### src/rtl/vbi_pkg.sv
package vbi_pkg;
    localparam int WORD_W     = 32;
    localparam int MAX_BANKS  = 8;
    localparam int ADDR_W     = 8;
    localparam int BANK_IDX_W = $clog2(MAX_BANKS);

    typedef enum logic [1:0] {
        SEL_NONE   = 2'd0,
        SEL_CAUSE  = 2'd1,
        SEL_ENABLE = 2'd2
    } sel_kind_e;

    typedef struct packed {
        sel_kind_e               kind;
        logic [BANK_IDX_W-1:0]   bank;
    } reg_sel_t;

    // Offset map: bit 5 picks enable vs cause, bits 4:2 pick the bank.
    function automatic reg_sel_t decode_addr(input logic [ADDR_W-1:0] a,
                                             input int nbanks);
        reg_sel_t s;
        s.kind = SEL_NONE;
        s.bank = a[4:2];
        if (a[1:0] == 2'b00 && a[7:6] == 2'b00 && int'(a[4:2]) < nbanks)
            s.kind = a[5] ? SEL_ENABLE : SEL_CAUSE;
        return s;
    endfunction
endpackage

### src/rtl/vbi_edge_detect.sv
module vbi_edge_detect #(
    parameter int WIDTH = 32
) (
    input  logic             clk,
    input  logic             rst,
    input  logic [WIDTH-1:0] din,
    output logic [WIDTH-1:0] rise
);
    logic [WIDTH-1:0] din_q;

    // Tracks the input during reset too, so a level held through reset is no edge.
    always_ff @(posedge clk) begin
        din_q <= din;
    end

    assign rise = rst ? '0 : (din & ~din_q);
endmodule

### src/rtl/vbi_bank.sv
module vbi_bank
    import vbi_pkg::*;
(
    input  logic              clk,
    input  logic              rst,
    input  logic [WORD_W-1:0] rise,
    input  logic              clr_en,
    input  logic              en_wr,
    input  logic [WORD_W-1:0] wdata,
    output logic [WORD_W-1:0] cause,
    output logic [WORD_W-1:0] enable,
    output logic              irq
);
    logic [WORD_W-1:0] clr_mask;

    assign clr_mask = clr_en ? wdata : '0;

    always_ff @(posedge clk) begin
        if (rst) begin
            cause  <= '0;
            enable <= '0;
        end else begin
            cause <= (cause & ~clr_mask) | rise;
            if (en_wr)
                enable <= wdata;
        end
    end

    assign irq = |(cause & enable);

    AST_SET_WINS: assert property (@(posedge clk) disable iff (rst)
        (|rise) |=> ((cause & $past(rise)) == $past(rise)))
        else $error("new edge lost");

    AST_ZERO_BITS_KEEP: assert property (@(posedge clk) disable iff (rst)
        clr_en |=> ((cause & $past(cause & ~wdata)) == $past(cause & ~wdata)))
        else $error("zero-written cause bit changed");

    AST_CLEAR_ALL: assert property (@(posedge clk) disable iff (rst)
        (clr_en && wdata == '1 && rise == '0) |=> (cause == '0))
        else $error("all-ones write left bits pending");

    AST_EN_HOLD: assert property (@(posedge clk) disable iff (rst)
        !en_wr |=> $stable(enable))
        else $error("enable moved without write");

    AST_EN_LOAD: assert property (@(posedge clk) disable iff (rst)
        en_wr |=> (enable == $past(wdata)))
        else $error("enable did not load");

    AST_MASKED_QUIET: assert property (@(posedge clk) disable iff (rst)
        (enable == '0) |-> !irq)
        else $error("line high while fully masked");
endmodule

### src/rtl/vbi_read_port.sv
module vbi_read_port
    import vbi_pkg::*;
#(
    parameter int NUM_BANKS = 8
) (
    input  logic                        clk,
    input  logic                        rst,
    input  logic                        rd_en,
    input  logic [ADDR_W-1:0]           addr,
    input  logic [NUM_BANKS*WORD_W-1:0] cause_flat,
    input  logic [NUM_BANKS*WORD_W-1:0] enable_flat,
    output logic [WORD_W-1:0]           rdata
);
    reg_sel_t          sel;
    logic [WORD_W-1:0] rd_word;

    assign sel = decode_addr(addr, NUM_BANKS);

    always_comb begin
        rd_word = '0;
        for (int i = 0; i < NUM_BANKS; i++) begin
            if (sel.bank == BANK_IDX_W'(i)) begin
                if (sel.kind == SEL_ENABLE)
                    rd_word = enable_flat[i*WORD_W +: WORD_W];
                else if (sel.kind == SEL_CAUSE)
                    rd_word = cause_flat[i*WORD_W +: WORD_W];
            end
        end
    end

    always_ff @(posedge clk) begin
        if (rst)
            rdata <= '0;
        else if (rd_en)
            rdata <= rd_word;
    end

    AST_NONE_READS_ZERO: assert property (@(posedge clk) disable iff (rst)
        (rd_en && sel.kind == SEL_NONE) |=> (rdata == '0))
        else $error("unmapped offset returned data");

    AST_RDATA_HOLD: assert property (@(posedge clk) disable iff (rst)
        !rd_en |=> $stable(rdata))
        else $error("rdata changed without read");
endmodule

### src/rtl/vec_bank_intc.sv
module vec_bank_intc
    import vbi_pkg::*;
#(
    parameter int NUM_BANKS = 8
) (
    input  logic                        clk,
    input  logic                        rst,
    input  logic [NUM_BANKS*WORD_W-1:0] vec_in,
    input  logic                        wr_en,
    input  logic                        rd_en,
    input  logic [ADDR_W-1:0]           addr,
    input  logic [WORD_W-1:0]           wdata,
    output logic [WORD_W-1:0]           rdata,
    output logic [NUM_BANKS-1:0]        bank_irq
);
    localparam int VEC_W = NUM_BANKS * WORD_W;

    reg_sel_t          wsel;
    logic [VEC_W-1:0]  rise_flat;
    logic [VEC_W-1:0]  cause_flat;
    logic [VEC_W-1:0]  enable_flat;

    assign wsel = decode_addr(addr, NUM_BANKS);

    vbi_edge_detect #(.WIDTH(VEC_W)) u_edge (
        .clk  (clk),
        .rst  (rst),
        .din  (vec_in),
        .rise (rise_flat)
    );

    for (genvar b = 0; b < NUM_BANKS; b++) begin : g_bank
        logic clr_en;
        logic en_wr;

        assign clr_en = wr_en && wsel.kind == SEL_CAUSE  && wsel.bank == BANK_IDX_W'(b);
        assign en_wr  = wr_en && wsel.kind == SEL_ENABLE && wsel.bank == BANK_IDX_W'(b);

        vbi_bank u_bank (
            .clk    (clk),
            .rst    (rst),
            .rise   (rise_flat[b*WORD_W +: WORD_W]),
            .clr_en (clr_en),
            .en_wr  (en_wr),
            .wdata  (wdata),
            .cause  (cause_flat[b*WORD_W +: WORD_W]),
            .enable (enable_flat[b*WORD_W +: WORD_W]),
            .irq    (bank_irq[b])
        );
    end

    vbi_read_port #(.NUM_BANKS(NUM_BANKS)) u_rd (
        .clk         (clk),
        .rst         (rst),
        .rd_en       (rd_en),
        .addr        (addr),
        .cause_flat  (cause_flat),
        .enable_flat (enable_flat),
        .rdata       (rdata)
    );

    AST_IRQ_NEEDS_CAUSE: assert property (@(posedge clk) disable iff (rst)
        (cause_flat == '0) |-> (bank_irq == '0))
        else $error("line high with nothing pending");
endmodule

### config.mk
export PLATFORM = sky130hd
export DESIGN_NAME = vec_bank_intc
export DESIGN_NICKNAME = d
export VERILOG_FILES = /design/src/rtl/vbi_pkg.sv /design/src/rtl/vbi_edge_detect.sv /design/src/rtl/vbi_bank.sv /design/src/rtl/vbi_read_port.sv /design/src/rtl/vec_bank_intc.sv
export SDC_FILE = /design/constraint.sdc
export NUM_CORES = 2
export LEC_CHECK = 0
export BUFFER_PORTS_ARGS = -buffer_cell sky130_fd_sc_hd__buf_2
export CAP_MARGIN = 20
export CORE_ASPECT_RATIO = 1.4
export CORE_UTILIZATION = 50
export CTS_CLUSTER_SIZE = 30
export DETAILED_ROUTE_END_ITERATION = 7
export GPL_TIMING_DRIVEN = 0
export PLACE_DENSITY = 0.68
export RECOVER_POWER = 25
export SLEW_MARGIN = 20
export SYNTH_ARGS = -nofsm -noshare
export SYNTH_HDL_FRONTEND = slang
export SYNTH_SLANG_ARGS = --single-unit
### constraint.sdc
create_clock -name clk -period 2.1 [get_ports clk]
set_input_delay 0 -clock clk [delete_from_list [all_inputs] [get_ports clk]]
set_output_delay 0 -clock clk [all_outputs]
set_load 0.1 [all_outputs]
==> impl_metrics.xml <==
<?xml version="1.0" encoding="UTF-8"?>
<metrics>
  <group name="synthesis">
    <metric name="ys_async_sr_fraction" unit="%">0</metric>
    <metric name="netlist_area" unit="sq mm">0.03125</metric>
    <metric name="synthTopCellsByArea" unit="">sky130_fd_sc_hd__dfxtp_1 (51%), sky130_fd_sc_hd__nand2_1 (9.4%), sky130_fd_sc_hd__a21oi_1 (8.7%), sky130_fd_sc_hd__mux2i_1 (6.4%), sky130_fd_sc_hd__nor2b_1 (5.2%)</metric>
    <metric name="syn_avg_cell_area" unit="sq um">8.592</metric>
    <metric name="synth_seq_area_share" unit="%">51.25</metric>
    <metric name="post_synth_num_cell_types" unit="">60</metric>
    <metric name="synth-edff-count" unit="">0</metric>
    <metric name="synthFlopType" unit="">sky130_fd_sc_hd__dfxtp_1</metric>
    <metric name="synth_top_area_share" unit="%">51.25</metric>
    <metric name="synth_seq_cells" unit="">800</metric>
    <metric name="synth-warning-count" unit="">0</metric>
    <metric name="synth_area_leader_cell" unit="">sky130_fd_sc_hd__dfxtp_1</metric>
    <metric name="synth.net_count" unit="">3937</metric>
    <metric name="netlist_instances" unit="">3637</metric>
  </group>
  <group name="sta">
    <metric name="final.setup_skew" unit="ns">0.02284</metric>
    <metric name="worst_pin_slew" unit="ns">1.459</metric>
    <metric name="hold_violations" unit="">0</metric>
    <metric name="final_min_period_over_clock_period" unit="%">108.8</metric>
    <metric name="report.final.setup_viol" unit="">19</metric>
    <metric name="setup_ws" unit="ns">-0.1854</metric>
    <metric name="relSlewSlack" unit="%">2.703</metric>
    <metric name="final-max-slew-violation-count" unit="">0</metric>
    <metric name="fin_crit" unit="ns">2.285</metric>
    <metric name="rsz_0062_raised_after_global_routing" unit="">true</metric>
    <metric name="achievable_frequency" unit="GHz">0.4376</metric>
  </group>
  <group name="setup_path">
    <metric name="crit_path_max_fanout" unit="">10</metric>
    <metric name="critical-path-max-stage-delay" unit="ns">0.62</metric>
    <metric name="worstPathArrival" unit="ns">2.82</metric>
    <metric name="cell_seen_most_often_among_critical_path_stages" unit="">sky130_fd_sc_hd__buf_2</metric>
    <metric name="cp_slowest_cell" unit="">sky130_fd_sc_hd__buf_2</metric>
    <metric name="worstSetupPathType" unit="">input port to flop</metric>
    <metric name="worst-r2r-setup-slack" unit="ns">-0.06</metric>
    <metric name="required" unit="ns">2.64</metric>
    <metric name="crit_buf_inv" unit="">3</metric>
    <metric name="end_kind" unit="">flop</metric>
    <metric name="reg2reg_from" unit="">g_bank[2].u_bank.cause[23]$_SDFF_PP0_</metric>
    <metric name="ordered_cell_list_for_the_critical_path" unit="">buf_2 -&gt; buf_2 -&gt; buf_2 -&gt; a211oi_1 -&gt; nor4_1 -&gt; o21ai_1 -&gt; a311oi_1</metric>
    <metric name="worst_setup_path_start" unit="">addr[5]</metric>
    <metric name="path_delay_family" unit="">buffers and inverters</metric>
    <metric name="timing.critical_path.from_type" unit="">input port</metric>
  </group>
  <group name="placed_design">
    <metric name="place.gp.congestion" unit="">1.143</metric>
    <metric name="dp.cells" unit="">4769</metric>
    <metric name="hpwl_dp" unit="mm">115.7</metric>
    <metric name="postPlaceCellArea" unit="sq mm">0.03386</metric>
    <metric name="setup_slack_placement" unit="ns">-1.295</metric>
    <metric name="port_buffers" unit="">305</metric>
  </group>
  <group name="floorplan">
    <metric name="io_pins" unit="">340</metric>
    <metric name="floorplan.die_area" unit="sq mm">0.06352</metric>
    <metric name="initial_utilization" unit="%">50.49</metric>
    <metric name="die_x" unit="um">213.3</metric>
    <metric name="die_h" unit="um">297.8</metric>
    <metric name="core_region_area" unit="sq mm">0.06189</metric>
    <metric name="rows" unit="">108</metric>
  </group>
  <group name="status">
    <metric name="status" unit="">finished with violations</metric>
    <metric name="failed_checks" unit="">negative setup slack</metric>
  </group>
  <group name="routing">
    <metric name="detailroute.via_count" unit="">33130</metric>
    <metric name="final_antenna_net_count" unit="">0</metric>
    <metric name="drc" unit="">0</metric>
    <metric name="post_drt_via_cell_ratio" unit="">6.257</metric>
    <metric name="drt_first_iter_violations" unit="">4753</metric>
    <metric name="number_of_detailed_route_iterations_in_the_first_pass" unit="">6</metric>
    <metric name="post_drt_wl_per_cell" unit="um">31.96</metric>
    <metric name="drt_wl_total" unit="mm">169.2</metric>
  </group>
  <group name="cts">
    <metric name="tritoncts.num_buffers" unit="">77</metric>
    <metric name="cts-root-buf" unit="">sky130_fd_sc_hd__clkbuf_16</metric>
    <metric name="clkLatencyLatePin" unit="ns">0.65</metric>
    <metric name="clock_pin_slew_reported_for_the_worst_setup_and_hold_paths_after_clock_tree_synthesis" unit="ns">0.07</metric>
    <metric name="clock_tree_from_tritoncts" unit="">done</metric>
    <metric name="clock-sinks" unit="">800</metric>
    <metric name="clockBufferDepth" unit="">3</metric>
    <metric name="htree_levels" unit="">3</metric>
  </group>
  <group name="worst_hold_path">
    <metric name="worst_hold_path_type" unit="">input port to flop</metric>
    <metric name="worst_hold_startpoint" unit="">vec_in[27]</metric>
  </group>
  <group name="layout">
    <metric name="final_cell_mix" unit="">sky130_fd_sc_hd__nand2_1 (784), sky130_fd_sc_hd__dfxtp_1 (723), sky130_fd_sc_hd__a21oi_1 (545), sky130_fd_sc_hd__dlygate4sd3_1 (363), sky130_fd_sc_hd__nor2_1 (299)</metric>
    <metric name="fin_cells" unit="">5294</metric>
    <metric name="final_layout_size_suffix_gt1_share" unit="%">16.24</metric>
    <metric name="count_of_fill_cells_added_during_filler_insertion" unit="">5111</metric>
    <metric name="final_common_cell" unit="">sky130_fd_sc_hd__nand2_1</metric>
    <metric name="fin_area" unit="sq mm">0.04088</metric>
    <metric name="num-nets-final" unit="">4700</metric>
    <metric name="synthToLayoutAreaGrowth" unit="%">30.83</metric>
    <metric name="post-route-util" unit="%">66.06</metric>
  </group>
  <group name="global_routing">
    <metric name="maximum_number_of_pins_on_one_net_before_global_route_repair" unit="">20</metric>
    <metric name="global_route.peak_usage_layer" unit="">met2</metric>
    <metric name="met2_usage" unit="%">78.42</metric>
    <metric name="gr-usage-met3" unit="%">16.32</metric>
    <metric name="first_global_vias" unit="">31460</metric>
    <metric name="grt_overflow_total" unit="">0</metric>
    <metric name="antenna_found_initial" unit="">15</metric>
    <metric name="groute.usage.overall" unit="%">52.71</metric>
    <metric name="grt_use_met1" unit="%">58.61</metric>
    <metric name="grt_pass1_wl" unit="mm">231.0</metric>
  </group>
  <group name="power_and_ir_drop">
    <metric name="p_leak" unit="nW">15.40</metric>
    <metric name="clkPwrFrac" unit="%">42.0</metric>
    <metric name="power_switching" unit="W">0.009583</metric>
    <metric name="portion_of_total_power_attributed_to_sequential_cells" unit="%">46.9</metric>
    <metric name="comb_power_share" unit="%">11.1</metric>
    <metric name="power_per_cell_area" unit="mW/mm^2">854.3</metric>
    <metric name="intPower" unit="W">0.02534</metric>
    <metric name="switching_share" unit="%">27.44</metric>
    <metric name="max-vdd-ir-drop" unit="V">0.0007750</metric>
  </group>
  <group name="run">
    <metric name="timing.max_cap.violations" unit="">0</metric>
  </group>
</metrics>
-- Yosys cell counts (13+ instances only) --
master,n
sky130_fd_sc_hd__nor2b_1,262
sky130_fd_sc_hd__or4_1,13
sky130_fd_sc_hd__o22ai_1,68
sky130_fd_sc_hd__buf_2,93
sky130_fd_sc_hd__clkbuf_1,167
sky130_fd_sc_hd__a21oi_1,545
sky130_fd_sc_hd__o21ai_0,43
sky130_fd_sc_hd__nand2_1,784
sky130_fd_sc_hd__a22oi_1,130
sky130_fd_sc_hd__nand4_1,33
sky130_fd_sc_hd__mux2i_1,200
sky130_fd_sc_hd__mux4_2,14
sky130_fd_sc_hd__mux2_2,18
sky130_fd_sc_hd__dfxtp_1,800
sky130_fd_sc_hd__nor4_1,13
sky130_fd_sc_hd__nor2_1,301
-- registers in the layout, summed over array words and instances, names as in the netlist --
register / count
g_bank.u_bank.cause: 256
g_bank.u_bank.enable: 256
u_edge.din_q: 256
u_rd.rdata: 32
-- kinds of logic after synthesis --
logic type,count (synthesis),synth area share [%]
compound gates,856,15.73
buf+inv,287,4.036
flops,800,51.25
mux,232,8.064
simple gates,1462,20.92
-- power groups by stage --
stage,Sequential (W),Combinational [W],Clock (W)
2_1_floorplan,0.0165,0.00136,0
3_3_place_gp,0.0166,0.00296,0
3_5_place_dp,0.0167,0.00299,0
4_1_cts,0.0163,0.00358,0.0145
5_1_grt,0.0164,0.00390,0.0151
6_report,0.0164,0.00388,0.0147
-- area by class of cell --
type / count / area (sq um) / share of cell area, %
flip-flops and latches: 800 / 16150 / 39.50
multi-input cells: 2550 / 14460 / 35.37
repair buffers: 693 / 5354 / 13.10
clock buffers: 111 / 2267 / 5.545
plain buffers: 271 / 1262 / 3.088
well taps: 825 / 1032 / 2.525
clock inverters: 27 / 306.5 / 0.7498
inverters: 7 / 26.28 / 0.06427
diodes: 10 / 25.02 / 0.06121
-- repair_timing --
item,CTS,global route
gates cloned,0,0
setup endpoints to repair,313,110
hold buffers,361,2
gates resized for setup,199,52
endpoints found under the hold margin,512,5
pin swaps,52,20
setup buffers,13,7
-- final timing paths --
| path | to | cells after the start |
|---|---|---|
| max | u_rd.rdata[19]$_SDFFE_PP0P_ | 7 |
| min | u_edge.din_q[27]$_DFF_P_ | 2 |
| max reg2reg | u_rd.rdata[23]$_SDFFE_PP0P_ | 5 |
| min reg2reg | g_bank[0].u_bank.enable[19]$_SDFFE_PP0P_ | 2 |
-- metrics by stage --
step	setup TNS, ns	hold WS (ns)	power, W
floorplan	0	0.02772	0.01791
finish	-1.177	0.003823	0.03493
global route	-0.2140	0.01257	0.03537
detailed placement	-410.10	0.1131	0.01964
CTS	-0.1185	0.00002909	0.03438
global placement	-422.20	0.1127	0.01959
-- per-layer routing --
metal  up-vias  share of wire (%)
li1      13900                  -
met1     15630                 33
met2      2691                 43
met3       902                 12
met4        10                 12
met5         -              0.040
Note: power is estimated with default switching activity, not from simulation.
